### config.mk
export PLATFORM = sky130hd
export DESIGN_NAME = cfg_retry_engine
export DESIGN_NICKNAME = d
export VERILOG_FILES = /design/src/rtl/cfgre_pkg.sv /design/src/rtl/cfgre_ctrl.sv /design/src/rtl/cfgre_dp.sv /design/src/rtl/cfg_retry_engine.sv
export SDC_FILE = /design/constraint.sdc
export NUM_CORES = 1
export LEC_CHECK = 0
export ABC_AREA = 1
export BUFFER_PORTS_ARGS = -buffer_cell sky130_fd_sc_hd__buf_2
export CAP_MARGIN = 0
export CORE_ASPECT_RATIO = 1.25
export CORE_MARGIN = 4
export CORE_UTILIZATION = 56
export DETAILED_ROUTE_END_ITERATION = 12
export GPL_ROUTABILITY_DRIVEN = 0
export HOLD_SLACK_MARGIN = 0.05
export PLACE_DENSITY = 0.86
export SYNTH_ARGS = -nofsm -noshare
export SYNTH_HDL_FRONTEND = slang
export SYNTH_SLANG_ARGS = --single-unit
export TNS_END_PERCENT = 30
### constraint.sdc
create_clock -name clk -period 6.1 [get_ports clk]
set_clock_uncertainty 0.2 [all_clocks]
set_input_delay 0.305 -clock clk [delete_from_list [all_inputs] [get_ports clk]]
set_output_delay 0.305 -clock clk [all_outputs]
set_load 0.005 [all_outputs]
### src/rtl/cfgre_pkg.sv
package cfgre_pkg;
  localparam int STAT_W = 3;
  localparam logic [STAT_W-1:0] ST_SC  = 3'b000;
  localparam logic [STAT_W-1:0] ST_UR  = 3'b001;
  localparam logic [STAT_W-1:0] ST_CRS = 3'b010;
  localparam logic [STAT_W-1:0] ST_CA  = 3'b100;

  typedef enum logic [1:0] {
    S_IDLE,
    S_ISSUE,
    S_WAIT
  } engState_t;

  typedef struct packed {
    logic accept;
    logic tick;
    logic finOk;
    logic finUr;
    logic finCa;
    logic finTmo;
  } ctlStrobe_t;
endpackage

### src/rtl/cfgre_ctrl.sv
module cfgre_ctrl
  import cfgre_pkg::*;
(
  input  logic              clk,
  input  logic              rstN,
  input  logic              accValid,
  input  logic              cplValid,
  input  logic [STAT_W-1:0] cplStatus,
  input  logic              timerExpired,
  output ctlStrobe_t        strobe,
  output logic              busy,
  output logic              reqValid
);
  engState_t state, stateNxt;

  always_ff @(posedge clk) begin
    if (!rstN) state <= S_IDLE;
    else       state <= stateNxt;
  end

  always_comb begin
    stateNxt = state;
    strobe   = '0;
    unique case (state)
      S_IDLE: begin
        if (accValid) begin
          strobe.accept = 1'b1;
          stateNxt      = S_ISSUE;
        end
      end
      S_ISSUE: begin
        strobe.tick = 1'b1;
        stateNxt    = S_WAIT;
      end
      S_WAIT: begin
        strobe.tick = 1'b1;
        if (cplValid) begin
          stateNxt = S_IDLE;
          if (cplStatus == ST_SC) begin
            strobe.finOk = 1'b1;
          end else if (cplStatus == ST_CRS) begin
            if (timerExpired) strobe.finTmo = 1'b1;
            else              stateNxt      = S_ISSUE;
          end else if (cplStatus == ST_CA) begin
            strobe.finCa = 1'b1;
          end else begin
            strobe.finUr = 1'b1;
          end
        end
      end
      default: stateNxt = S_IDLE;
    endcase
  end

  assign busy     = (state != S_IDLE);
  assign reqValid = (state == S_ISSUE);
endmodule

### src/rtl/cfgre_dp.sv
module cfgre_dp
  import cfgre_pkg::*;
#(
  parameter int          ADDR_W    = 32,
  parameter int          DATA_W    = 32,
  parameter int          TMO_W     = 24,
  parameter int unsigned TMO_RESET = 1000
) (
  input  logic              clk,
  input  logic              rstN,
  input  ctlStrobe_t        strobe,
  input  logic              addrWrEn,
  input  logic [ADDR_W-1:0] addrWrData,
  input  logic              tmoWrEn,
  input  logic [TMO_W-1:0]  tmoWrData,
  input  logic              accWrite,
  input  logic [DATA_W-1:0] accWrData,
  input  logic [DATA_W-1:0] cplData,
  input  logic              errClear,
  output logic              timerExpired,
  output logic              rspValid,
  output logic [DATA_W-1:0] rspData,
  output logic              reqWrite,
  output logic [ADDR_W-1:0] reqAddr,
  output logic [DATA_W-1:0] reqData,
  output logic              logCplTimeout,
  output logic              logNotSucc,
  output logic              logCplAbort,
  output logic              uncUr,
  output logic              uncCa
);
  localparam logic [TMO_W-1:0] TMO_MAX = '1;

  logic [ADDR_W-1:0] addrReg;
  logic [TMO_W-1:0]  tmoLimit;
  logic [TMO_W-1:0]  timer;
  logic              anyFin;
  logic              failFin;

  assign anyFin  = strobe.finOk | strobe.finUr | strobe.finCa | strobe.finTmo;
  assign failFin = strobe.finUr | strobe.finCa | strobe.finTmo;
  assign timerExpired = (timer >= tmoLimit);

  // Software-visible setup registers
  always_ff @(posedge clk) begin
    if (!rstN) begin
      addrReg  <= '0;
      tmoLimit <= TMO_W'(TMO_RESET);
    end else begin
      if (addrWrEn) addrReg  <= addrWrData;
      if (tmoWrEn)  tmoLimit <= tmoWrData;
    end
  end

  // Captured access, held for every retry
  always_ff @(posedge clk) begin
    if (!rstN) begin
      reqWrite <= 1'b0;
      reqAddr  <= '0;
      reqData  <= '0;
    end else if (strobe.accept) begin
      reqWrite <= accWrite;
      reqAddr  <= addrReg;
      reqData  <= accWrData;
    end
  end

  // Retry timer: cleared at accept, saturating count from first issue
  always_ff @(posedge clk) begin
    if (!rstN) begin
      timer <= '0;
    end else if (strobe.accept) begin
      timer <= '0;
    end else if (strobe.tick && (timer != TMO_MAX)) begin
      timer <= timer + 1'b1;
    end
  end

  // Response to the requester
  always_ff @(posedge clk) begin
    if (!rstN) begin
      rspValid <= 1'b0;
      rspData  <= '0;
    end else begin
      rspValid <= anyFin;
      if (anyFin) begin
        if (reqWrite)          rspData <= '0;
        else if (failFin)      rspData <= '1;
        else                   rspData <= cplData;
      end
    end
  end

  // Sticky error log; a new error wins over a simultaneous clear
  always_ff @(posedge clk) begin
    if (!rstN) begin
      logCplTimeout <= 1'b0;
      logNotSucc    <= 1'b0;
      logCplAbort   <= 1'b0;
      uncUr         <= 1'b0;
      uncCa         <= 1'b0;
    end else begin
      logCplTimeout <= strobe.finTmo | (logCplTimeout & ~errClear);
      logNotSucc    <= strobe.finUr | strobe.finCa | (logNotSucc & ~errClear);
      logCplAbort   <= strobe.finCa | (logCplAbort & ~errClear);
      uncUr         <= strobe.finUr | (uncUr & ~errClear);
      uncCa         <= strobe.finCa | (uncCa & ~errClear);
    end
  end
endmodule

### src/rtl/cfg_retry_engine.sv
module cfg_retry_engine
  import cfgre_pkg::*;
#(
  parameter int          ADDR_W    = 32,
  parameter int          DATA_W    = 32,
  parameter int          TMO_W     = 24,
  parameter int unsigned TMO_RESET = 1000
) (
  input  logic              clk,
  input  logic              rstN,
  input  logic              addrWrEn,
  input  logic [ADDR_W-1:0] addrWrData,
  input  logic              tmoWrEn,
  input  logic [TMO_W-1:0]  tmoWrData,
  input  logic              accValid,
  input  logic              accWrite,
  input  logic [DATA_W-1:0] accWrData,
  output logic              busy,
  output logic              rspValid,
  output logic [DATA_W-1:0] rspData,
  output logic              reqValid,
  output logic              reqWrite,
  output logic [ADDR_W-1:0] reqAddr,
  output logic [DATA_W-1:0] reqData,
  input  logic              cplValid,
  input  logic [2:0]        cplStatus,
  input  logic [DATA_W-1:0] cplData,
  input  logic              irqEnable,
  input  logic              errClear,
  output logic              logCplTimeout,
  output logic              logNotSucc,
  output logic              logCplAbort,
  output logic              uncUr,
  output logic              uncCa,
  output logic              irq
);
  ctlStrobe_t strobe;
  logic       timerExpired;

  cfgre_ctrl ctrl_i (
    .clk          (clk),
    .rstN         (rstN),
    .accValid     (accValid),
    .cplValid     (cplValid),
    .cplStatus    (cplStatus),
    .timerExpired (timerExpired),
    .strobe       (strobe),
    .busy         (busy),
    .reqValid     (reqValid)
  );

  cfgre_dp #(
    .ADDR_W    (ADDR_W),
    .DATA_W    (DATA_W),
    .TMO_W     (TMO_W),
    .TMO_RESET (TMO_RESET)
  ) dp_i (
    .clk           (clk),
    .rstN          (rstN),
    .strobe        (strobe),
    .addrWrEn      (addrWrEn),
    .addrWrData    (addrWrData),
    .tmoWrEn       (tmoWrEn),
    .tmoWrData     (tmoWrData),
    .accWrite      (accWrite),
    .accWrData     (accWrData),
    .cplData       (cplData),
    .errClear      (errClear),
    .timerExpired  (timerExpired),
    .rspValid      (rspValid),
    .rspData       (rspData),
    .reqWrite      (reqWrite),
    .reqAddr       (reqAddr),
    .reqData       (reqData),
    .logCplTimeout (logCplTimeout),
    .logNotSucc    (logNotSucc),
    .logCplAbort   (logCplAbort),
    .uncUr         (uncUr),
    .uncCa         (uncCa)
  );

  assign irq = irqEnable &
               (logCplTimeout | logNotSucc | logCplAbort | uncUr | uncCa);
endmodule

==> results of run 1 <==
## flip-flops by register name, indices dropped and copies added (netlist names)
name                flops
ctrl_i.state            2
dp_i.logNotSucc         1
dp_i.addrReg           32
dp_i.reqAddr           32
dp_i.logCplAbort        1
dp_i.tmoLimit          24
dp_i.reqWrite           1
dp_i.logCplTimeout      1
dp_i.uncUr              1
dp_i.rspValid           1
dp_i.timer             24
dp_i.rspData           32
dp_i.reqData           32
dp_i.uncCa              1
## through the flow
step,setup slack [ns],utilization (%)
floorplan,4.15,-
global placement,2.89,65.5
detailed placement,2.83,65.5
CTS,2.83,78.1
global route,2.52,78.1
finish,2.72,78.1
## worst register-to-register path, cell delays in order (launching register included)
cell and delay, ns:
dfxtp_1 0.38, inv_1 0.08, ha_1 0.23, nand2_2 0.80, inv_2 0.05, buf_4 0.37, nor2_2 0.34, clkinv_1 0.53
a21oi_1 0.30
## layer usage
layer | track usage [%] | up-vias
met3 | 10.3 | 216
met1 | 35.6 | 4088
met5 | 0 | -
li1 | - | 4110
met4 | 23.1 | 0
met2 | 57.4 | 651
## repair_timing
action / in CTS / in global routing
gates resized for setup: 0 / 0
endpoints found under the hold margin: 114 / 0
endpoints found under the setup margin: 0 / 0
hold buffers: 114 / 0
## worst paths after layout
path,start,endpoint,cells after the start
worst min-delay path,tmoWrEn,dp_i.tmoLimit[5]$_SDFFE_PN1P_,2
worst min register to register,dp_i.rspData[11]$_SDFFE_PN0P_,dp_i.rspData[11]$_SDFFE_PN0P_,2
worst max register to register,ctrl_i.state[0]$_SDFFE_PN0P_,dp_i.timer[17]$_SDFFE_PP0P_,8
worst max-delay path,ctrl_i.state[0]$_SDFFE_PN0P_,dp_i.timer[17]$_SDFFE_PP0P_,8
## power groups by stage
stage	clock network, W	logic (W)	registers, W
floorplan	0	0.000546	0.00151
global placement	0	0.000841	0.00150
detailed placement	0	0.000859	0.00150
CTS	0.00114	0.000925	0.00148
global route	0.00120	0.00109	0.00151
finish	0.00114	0.000998	0.00150
## layout make-up
cell class,count,area share (%)
clock inverters,13,1.45
flip-flops and latches,185,34.2
clock buffers,19,4.18
well taps,175,2.02
multi-input cells,727,32.7
inverters,110,3.85
repair buffers,353,21.6
## cells in the final DEF (no fill, tap or decap), types with 6 or more instances in the layout
| master | n |
|---|---|
| nand4_1 | 11 |
| ha_1 | 29 |
| inv_2 | 7 |
| nand2_1 | 121 |
| inv_1 | 99 |
| xor2_1 | 6 |
| o21ai_0 | 129 |
| buf_2 | 237 |
| clkbuf_16 | 17 |
| nor3_1 | 12 |
| a21oi_1 | 88 |
| nand3_1 | 74 |
| dfxtp_1 | 185 |
| nor2_1 | 226 |
| dlygate4sd3_1 | 114 |
## cells by family (layout without fill, tap and decap cells)
group,Yosys count,in the layout,synth area share (%)
buffers and inverters,169,495,8.73
AO/OA/AOI/OAI,225,225,14.4
flip-flops,185,185,46.6
XOR/XNOR,10,10,1.10
adder cells (fa/ha/maj),29,29,4.57
AND/OR/NAND/NOR,463,463,24.6
==> reports/results.tsv, run 1 <==
stage	metric	value	unit
synthesis	syn_area_per_cell	7.35	sq um
power_and_ir_drop	Sw Ratio	34.5	%
worst_setup_path	critical path cell sequence	inv_1, ha_1, nand2_2, inv_2, buf_4, nor2_2, clkinv_1, a21oi_1	
synthesis	Synthesized Nets	1242	
global_route	pin count of the biggest net entering global routing	118	
clocking	Clk pin slew, worst setup/hold paths	0.07	ns
worst_setup_path	cell family with most CP delay	simple AND/OR/NAND/NOR gates	
timing	fmax	0.296	GHz
worst_setup_path	Critical Path AT	3.52	ns
clocking	CTS root buffer	clkbuf_16	
global_route	initial antenna violation count	0	
routing	final antenna-violating net count	0	
job	maxcap violations	0	
die	# rows	48	
synthesis	largest cells by area after synthesis	dfxtp_1, nor2_1, o21ai_0	
cells_and_area	Design Area, Final	0.0108	sq mm
power_and_ir_drop	internal power	0.00238	W
synthesis	sequential area share after synthesis	46.6	%
cells_and_area	nets@finish	1555	
timing	fin. max-slew vios	0	
clocking	Setup Buffers After CTS	0	
timing	Max-slew headroom	25.1	%
global_route	overall routing resource usage	33.9	%
die	core area	0.0139	sq mm
worst_setup_path	Crit path buffers/inverters	4	
die	DIE AREA	0.0162	sq mm
cells_and_area	layout cells sized above 1	21.0	%
die	Die Ht	141	microns
die	Initial Utilization	57.3	%
synthesis	area leader, netlist	dfxtp_1	
worst_setup_path	crit-path max cell delay	0.80	ns
die	Ports	238	
timing	unrepaired setup endpoints after global routing	no	
clocking	Max clock buf depth	2	
cells_and_area	Fillers	779	
routing	wl on met1	9.30	mm
clocking	Sink Count	185	
cells_and_area	Multi-input gate area	0.00355	sq mm
clocking	TritonCTS Buffers	17	
synthesis	asr flop ratio synth	0	%
worst_setup_path	CP endpoint kind	flop	
timing	Tcrit/Tclk final	55.4	%
power_and_ir_drop	sequential power share	41.2	%
power_and_ir_drop	Comb power frac	27.4	%
synthesis	ys flop type	dfxtp_1	
power_and_ir_drop	clock share of power	31.3	%
die	Die X	115	microns
synthesis	count leader, synth	nor2_1	
cells_and_area	Area Growth Syn to Fin	36.5	%
worst_setup_path	Reg2Reg Setup Slack	2.72	ns
routing	Top Layer Used	met4	
clocking	TritonCTS clock tree	yes	
timing	WHS	0.0617	ns
global_route	GR Overflow Total	0	
synthesis	number of synthesized flops with an enable pin	0	
synthesis	cell count after synthesis	1081	
worst_setup_path	Critical Path Fanout Max	67	
outcome	status	finished clean	
power_and_ir_drop	Total Power	0.00364	W
power_and_ir_drop	PD cells	336	mW/mm^2
synthesis	post-synth top area share	46.6	%
placed_design	# port buffers	237	
routing	routed len/inst	17.4	microns
power_and_ir_drop	Sw Pwr	0.00125	W
synthesis	synth cell count leaders	nor2_1, dfxtp_1, o21ai_0	
placed_design	dpl cells	1436	
global_route	vias in the first global route	9226	
worst_setup_path	slowest stage cell, crit path	nand2_2	
worst_hold_path	worst min-delay path class	input pin to flop	
clocking	worst skew pair latency	0.43	ns
cells_and_area	Finished Layout Cells	1582	
cells_and_area	register area	0.00370	sq mm
routing	WL met2	13.5	mm
placed_design	placed cell area	0.00909	sq mm
synthesis	#FFs+latches synth	185	
clocking	CTS HTree Levels	4	
timing	fin crit period	3.38	ns
timing	setup_tns	0	ns
timing	Worst-Margin Slew	1.12	ns
worst_setup_path	Crit path required time	6.24	ns
synthesis	synthesized area	0.00794	sq mm
routing	DRC	0	
routing	drt first pass iters	6	
worst_setup_path	WS Path Type	flop to flop	
timing	final setup vio count	0	
global_route	global-route wire length before repair	44.2	mm
cells_and_area	# diodes	0	
routing	vias per cell	5.73	
routing	Detailed Route WL	27.6	mm
synthesis	Yosys warnings	0	
power_and_ir_drop	Leakage	5.15	nW
power_and_ir_drop	peak supply drop	295	uV
routing	DR WL met3	2.65	mm
routing	Initial DRC Count	864	
routing	via count	9065	
timing	Hold Vio Cnt, Final	0	
placed_design	HPWL after detailed placement	14.6	mm
synthesis	post-synthesis cell type count	33	
worst_setup_path	type of element launching the critical path	flop	
Power figures use the tool's default switching activity.
==> inputs of run 2 (changes only) <==
Settings changed: CORE_UTILIZATION 56 to 52, PLACE_DENSITY 0.86 to 0.8.
Clock period 6.1 ns to 3.55 ns, I/O delays scaled along.
==> run 2 against run 1 <==
Net effect: clock power increased by 73%; sequential share of layout area decreased by 0.97 points; critical path type unchanged; die area up 7.2%; critical endpoint is now dp_i.rspData[7]$_SDFFE_PN0P_; wire length shrank 6.2%; fmax is 17% higher; cell count grew 2.7%; sequential power rose by 70%.
==> reports/results.tsv, run 2 (same netlist as run 1, synthesis figures left out) <==
stage	metric	value	unit	change
placed_design	HPWL after detailed placement	14.6	mm	about the same
routing	Detailed Route WL	25.9	mm	was 27.6 mm
worst_setup_path	CP endpoint kind	flop		unchanged
worst_setup_path	worst r2r path cells	15		was 8
clocking	TritonCTS clock tree	yes		unchanged
worst_hold_path	Hold Startpoint	addrWrEn		was tmoWrEn
worst_setup_path	cell family with most CP delay	simple AND/OR/NAND/NOR gates		unchanged
cells_and_area	Multi-input gate area	0.00355	sq mm	unchanged
timing	Hold Vio Cnt, Final	0		unchanged
cells_and_area	commonest non-fill, non-tap cell in the layout	buf_2		unchanged
timing	final setup vio count	0		unchanged
worst_hold_path	Hold Path Depth	3		was 2
worst_setup_path	Critical Path AT	3.03	ns	was 3.52 ns
global_route	overall routing resource usage	29.2	%	was 33.9%
clocking	Max clock buf depth	2		unchanged
routing	final antenna-violating net count	0		unchanged
job	maxcap violations	0		unchanged
die	Die X	119	microns	was 115 microns
die	Initial Utilization	52.9	%	was 57.3%
outcome	status	finished clean		unchanged
routing	routed len/inst	15.9	microns	was 17.4 microns
routing	DRC	0		unchanged
clocking	CTS HTree Levels	4		unchanged
clocking	Clk pin slew, worst setup/hold paths	0.07	ns	about the same
worst_setup_path	crit-path max cell delay	0.37	ns	was 0.80 ns
worst_setup_path	Crit path buffers/inverters	2		was 4
worst_setup_path	type of element launching the critical path	flop		unchanged
worst_setup_path	critical path cell sequence	inv_1, ha_1, nand2_1, nor2_1, nand2_1, nand2_1, nor2_1, nand2_1, nand2_1, nand2_2, nand2_4, nand2_4, inv_4, nand2_1, a21oi_1		was inv_1, ha_1, nand2_2, inv_2, buf_4, nor2_2, clkinv_1, a21oi_1
die	DIE AREA	0.0173	sq mm	was 0.0162 sq mm
die	Die Ht	146	microns	was 141 microns
timing	unrepaired setup endpoints after global routing	no		unchanged
clocking	Sink Count	185		unchanged
power_and_ir_drop	peak supply drop	480	uV	was 295 uV
cells_and_area	fin util	74.3	%	was 78.1%
timing	Max-slew headroom	31.6	%	was 25.1%
global_route	vias in the first global route	8823		was 9226
placed_design	# port buffers	237		unchanged
global_route	GR Overflow Total	0		unchanged
cells_and_area	nets@finish	1587		was 1555
routing	drt first pass iters	6		unchanged
routing	vias per cell	5.38		was 5.73
worst_setup_path	Crit path required time	3.71	ns	was 6.24 ns
die	core area	0.0150	sq mm	was 0.0139 sq mm
timing	Tcrit/Tclk final	81.0	%	was 55.4%
routing	via count	8743		was 9065
worst_hold_path	worst min-delay path class	input pin to flop		unchanged
cells_and_area	Area Growth Syn to Fin	40.5	%	was 36.5%
die	Ports	238		unchanged
clocking	worst skew pair latency	0.43	ns	about the same
worst_setup_path	WS Path Type	flop to flop		unchanged
timing	setup_tns	0	ns	unchanged
global_route	pin count of the biggest net entering global routing	70		was 118
worst_setup_path	Most common cell on crit path	nand2_1		
worst_setup_path	Reg2Reg Setup Slack	0.67	ns	was 2.72 ns
worst_setup_path	instance count on the critical path	15		was 8
timing	Worst-Margin Slew	1.02	ns	was 1.12 ns
worst_setup_path	slowest stage cell, crit path	dfxtp_1		was nand2_2
worst_setup_path	reg2reg end	dp_i.rspData[7]$_SDFFE_PN0P_		was dp_i.timer[17]$_SDFFE_PP0P_
clocking	TritonCTS Buffers	17		unchanged
worst_setup_path	Critical Path Fanout Max	34		was 67
power_and_ir_drop	PD cells	558	mW/mm^2	was 336 mW/mm^2
cells_and_area	most frequent cells in the layout	buf_2, nor2_1, dfxtp_1		unchanged
clocking	CTS root buffer	clkbuf_16		unchanged
timing	fin crit period	2.88	ns	was 3.38 ns
cells_and_area	register area	0.00370	sq mm	unchanged
worst_hold_path	Hold EP	dp_i.addrReg[7]$_SDFFE_PN0P_		was dp_i.tmoLimit[5]$_SDFFE_PN1P_
timing	fin. max-slew vios	0		unchanged
clocking	Setup Buffers After CTS	0		unchanged
cells_and_area	Fillers	1017		was 779
die	# rows	50		was 48
worst_setup_path	r2r startpoint	dp_i.timer[0]$_SDFFE_PP0P_		was ctrl_i.state[0]$_SDFFE_PN0P_
timing	fmax	0.348	GHz	was 0.296 GHz
power_and_ir_drop	Leakage	5.27	nW	was 5.15 nW
cells_and_area	layout cells sized above 1	20.5	%	was 21.0%
global_route	global-route wire length before repair	41.8	mm	was 44.2 mm
routing	Initial DRC Count	608		was 864
global_route	initial antenna violation count	3		was 0
==> run 2: how the worst max path moves through the flow <==
stage | start | endpoint | slack, ns
finish | dp_i.timer[0]$_SDFFE_PP0P_ | dp_i.rspData[7]$_SDFFE_PN0P_ | 0.67
CTS | dp_i.timer[0]$_SDFFE_PP0P_ | dp_i.rspData[12]$_SDFFE_PN0P_ | 0.75
global route | dp_i.timer[0]$_SDFFE_PP0P_ | dp_i.rspData[7]$_SDFFE_PN0P_ | 0.42
global placement | dp_i.timer[0]$_SDFFE_PP0P_ | dp_i.rspData[16]$_SDFFE_PN0P_ | 0.80
detailed placement | dp_i.timer[0]$_SDFFE_PP0P_ | dp_i.rspData[16]$_SDFFE_PN0P_ | 0.75
floorplan | dp_i.timer[15]$_SDFFE_PP0P_ | dp_i.rspData[23]$_SDFFE_PN0P_ | 1.60
==> run 2: worst register-to-register path, stage by stage, from the launching register on <==
cell     delay, ns
dfxtp_1       0.37
inv_1         0.10
ha_1          0.29
nand2_1       0.06
nor2_1        0.05
nand2_1       0.06
nand2_1       0.04
nor2_1        0.09
nand2_1       0.10
nand2_1       0.08
nand2_2       0.10
nand2_4       0.29
nand2_4       0.30
inv_4         0.37
nand2_1       0.14
a21oi_1       0.17
==> run 2: routing by layer <==
| metal | global-route usage, % | routed length, microns | share of wire, % |
|---|---|---|---|
| met1 | 31.7 | 9480 | 37 |
| met2 | 50.9 | 13000 | 50 |
| met3 | 7.94 | 1970 | 7.6 |
| met4 | 16.9 | 1450 | 5.6 |
| met5 | 0 | 0 | 0 |
==> run 2: power by group <==
group | switching, W | internal, W
sequential | 0.000169 | 0.00239
combinational | 0.00106 | 0.000655
clock | 0.000846 | 0.00112
==> run 2: final cells by class <==
cell class | count | area share, %
clock inverter | 12 | 1.45
timing repair buffer | 385 | 23.8
antenna | 3 | 0.0673
sequential | 185 | 33.2
clock buffer | 20 | 3.91
inverter | 110 | 3.75
tap | 182 | 2.04
multi-input combinational | 727 | 31.8
==> run 2: timing repair <==
| action | 4_1_cts | 5_1_grt |
|---|---|---|
| endpoints found under the hold margin | 134 | 0 |
| hold buffers | 143 | 0 |
| gates resized for setup | 0 | 0 |
| endpoints found under the setup margin | 0 | 0 |
==> run 2: stage by stage <==
| stage | power (W) | hold WS [ns] | setup WS (ns) | instance area, sq um | cells |
|---|---|---|---|---|---|
| detailed placement | 0.00408 | 0.201 | 0.749 | 9120 | 1446 |
| finish | 0.00623 | 0.150 | 0.674 | 11200 | 1624 |
| CTS | 0.00615 | 0.117 | 0.751 | 11200 | 1621 |
| global route | 0.00654 | 0.172 | 0.418 | 11200 | 1624 |
| global placement | 0.00404 | 0.199 | 0.798 | 9120 | 1446 |
| floorplan | 0.00353 | 0.0998 | 1.60 | 7940 | 1081 |
==> inputs of run 3 (changes only) <==
Clock period 3.55 ns to 2.9 ns, I/O delays scaled along.
==> run 3 against run 2 <==
Net effect: die area unchanged; sequential power increased by 23%; wire length increased by 1.6%; final area increased by 0.28%; sequential share of layout area decreased by 0.093 points; critical endpoint is now dp_i.rspData[1]$_SDFFE_PN0P_; highest routed layer unchanged.
==> reports/results.tsv, run 3 (same netlist as run 1, synthesis figures left out) <==
stage	metric	value	unit	change
global_route	overall routing resource usage	29.7	%	was 29.2%
clocking	CTS HTree Levels	4		unchanged
global_route	vias in the first global route	8893		was 8823
cells_and_area	most frequent cells in the layout	buf_2, nor2_1, dfxtp_1		unchanged
clocking	CTS root buffer	clkbuf_16		unchanged
placed_design	placed cell area	0.00916	sq mm	was 0.00912 sq mm
clocking	worst skew pair latency	0.43	ns	about the same
outcome	status	finished clean		unchanged
timing	Max-slew headroom	29.1	%	was 31.6%
timing	unrepaired setup endpoints after global routing	no		unchanged
routing	Initial DRC Count	503		was 608
worst_setup_path	type of element launching the critical path	flop		unchanged
clocking	Max clock buf depth	2		unchanged
cells_and_area	nets@finish	1590		was 1587
timing	fin. max-slew vios	0		unchanged
timing	setup ws final	0.344	ns	was 0.674 ns
placed_design	# port buffers	237		unchanged
global_route	grt met2 use	51.7	%	was 50.9%
cells_and_area	layout cells sized above 1	20.8	%	was 20.5%
power_and_ir_drop	Leakage	5.30	nW	was 5.27 nW
timing	Hold Vio Cnt, Final	0		unchanged
clocking	Clk pin slew, worst setup/hold paths	0.07	ns	about the same
global_route	global-route wire length before repair	42.4	mm	was 41.8 mm
clocking	Sink Count	185		unchanged
die	# rows	50		unchanged
die	Die X	119	microns	unchanged
job	maxcap violations	0		unchanged
die	core area	0.0150	sq mm	unchanged
clocking	TritonCTS Buffers	17		unchanged
global_route	met3 Use GR	8.18	%	was 7.94%
timing	setup_tns	0	ns	unchanged
worst_setup_path	WS Path Type	flop to flop		unchanged
routing	final antenna-violating net count	0		unchanged
worst_hold_path	worst min-delay path class	input pin to flop		unchanged
cells_and_area	commonest non-fill, non-tap cell in the layout	buf_2		unchanged
worst_setup_path	Critical Path AT	2.71	ns	was 3.03 ns
routing	routed len/inst	16.2	microns	was 15.9 microns
die	DIE AREA	0.0173	sq mm	unchanged
timing	Worst-Margin Slew	1.06	ns	was 1.02 ns
power_and_ir_drop	peak supply drop	566	uV	was 480 uV
routing	via count	8773		was 8743
cells_and_area	Area Growth Syn to Fin	40.9	%	was 40.5%
global_route	GR Overflow Total	0		unchanged
power_and_ir_drop	PD cells	683	mW/mm^2	was 558 mW/mm^2
routing	vias per cell	5.40		was 5.38
clocking	TritonCTS clock tree	yes		unchanged
worst_setup_path	CP endpoint kind	flop		unchanged
global_route	pin count of the biggest net entering global routing	118		was 70
routing	drt first pass iters	7		was 6
cells_and_area	Design Area, Final	0.0112	sq mm	about the same
timing	fmax	0.391	GHz	was 0.348 GHz
routing	DRC	0		unchanged
placed_design	Place WS	0.418	ns	was 0.749 ns
die	Die Ht	146	microns	unchanged
timing	final setup vio count	0		unchanged
die	Ports	238		unchanged
routing	Detailed Route WL	26.3	mm	was 25.9 mm
global_route	GRT Max-Usage Layer	met2		unchanged
timing	fin crit period	2.56	ns	was 2.88 ns
worst_setup_path	Crit path required time	3.05	ns	was 3.71 ns
placed_design	HPWL after detailed placement	14.6	mm	about the same
die	Initial Utilization	52.9	%	unchanged
clocking	Setup Buffers After CTS	0		unchanged
timing	Tcrit/Tclk final	88.1	%	was 81.0%
global_route	initial antenna violation count	1		was 3
global_route	met1 usage	32.0	%	was 31.7%
worst_setup_path	Critical Path Fanout Max	17		was 34
## run 3: area by class of cell
| class | instances | area (sq um) |
|---|---|---|
| antenna | 1 | 2.50 |
| clock buffer | 19 | 443 |
| clock inverter | 13 | 156 |
| fill | 1024 | 3820 |
| inverter | 110 | 418 |
| multi-input combinational | 727 | 3550 |
| sequential | 185 | 3700 |
| tap | 182 | 228 |
| timing repair buffer | 388 | 2690 |
## run 3: power by group
part	switching [W]	internal, W
Combinational	0.00132	0.000799
Clock	0.00107	0.00132
Sequential	0.000209	0.00292
## run 3: path summary, 6_finish.rpt
| path | from | endpoint | slack (ns) | cells after the start |
|---|---|---|---|---|
| hold reg to reg | dp_i.rspData[2]$_SDFFE_PN0P_ | dp_i.rspData[2]$_SDFFE_PN0P_ | 0.26 | 2 |
| setup / recovery | dp_i.tmoLimit[23]$_SDFFE_PN0P_ | dp_i.rspData[1]$_SDFFE_PN0P_ | 0.34 | 13 |
| setup reg to reg | dp_i.tmoLimit[23]$_SDFFE_PN0P_ | dp_i.rspData[1]$_SDFFE_PN0P_ | 0.34 | 13 |
| hold / removal | addrWrEn | dp_i.addrReg[6]$_SDFFE_PN0P_ | 0.13 | 4 |
## run 3: critical path, cell delays in order, from the launching register on
cell and delay (ns):
dfxtp_1 0.31, inv_1 0.06, ha_1 0.30, nand2_1 0.08, nor2_1 0.17, nand3_1 0.13
nor2_1 0.22, nand2_1 0.10, nand2_2 0.10, nand2_4 0.06, nand2_4 0.17, buf_4 0.27
nand3_1 0.10, a21oi_1 0.20
## run 3: timing repair
action / CTS / global route
hold buffers: 143 / 0
setup endpoints to repair: 0 / 0
gates resized for setup: 0 / 0
endpoints found under the hold margin: 134 / 0
## run 3: per-stage QoR
step                      hold slack (ns)  power, W  utilization [%]  cells
after global placement              0.166   0.00495             61.0   1449
final                               0.127   0.00764             74.5   1625
after CTS                          0.0901   0.00753             74.5   1624
after detailed placement            0.172   0.00499             61.0   1449
after global routing                0.143   0.00803             74.5   1625
after floorplan                    0.0673   0.00432                -   1081
## run 3: per-layer routing
layer | vias to the layer above | share of wire (%)
met4 | 0 | 6.2
met5 | - | 0
met2 | 501 | 50
li1 | 4179 | -
met3 | 131 | 8.1
met1 | 3962 | 36
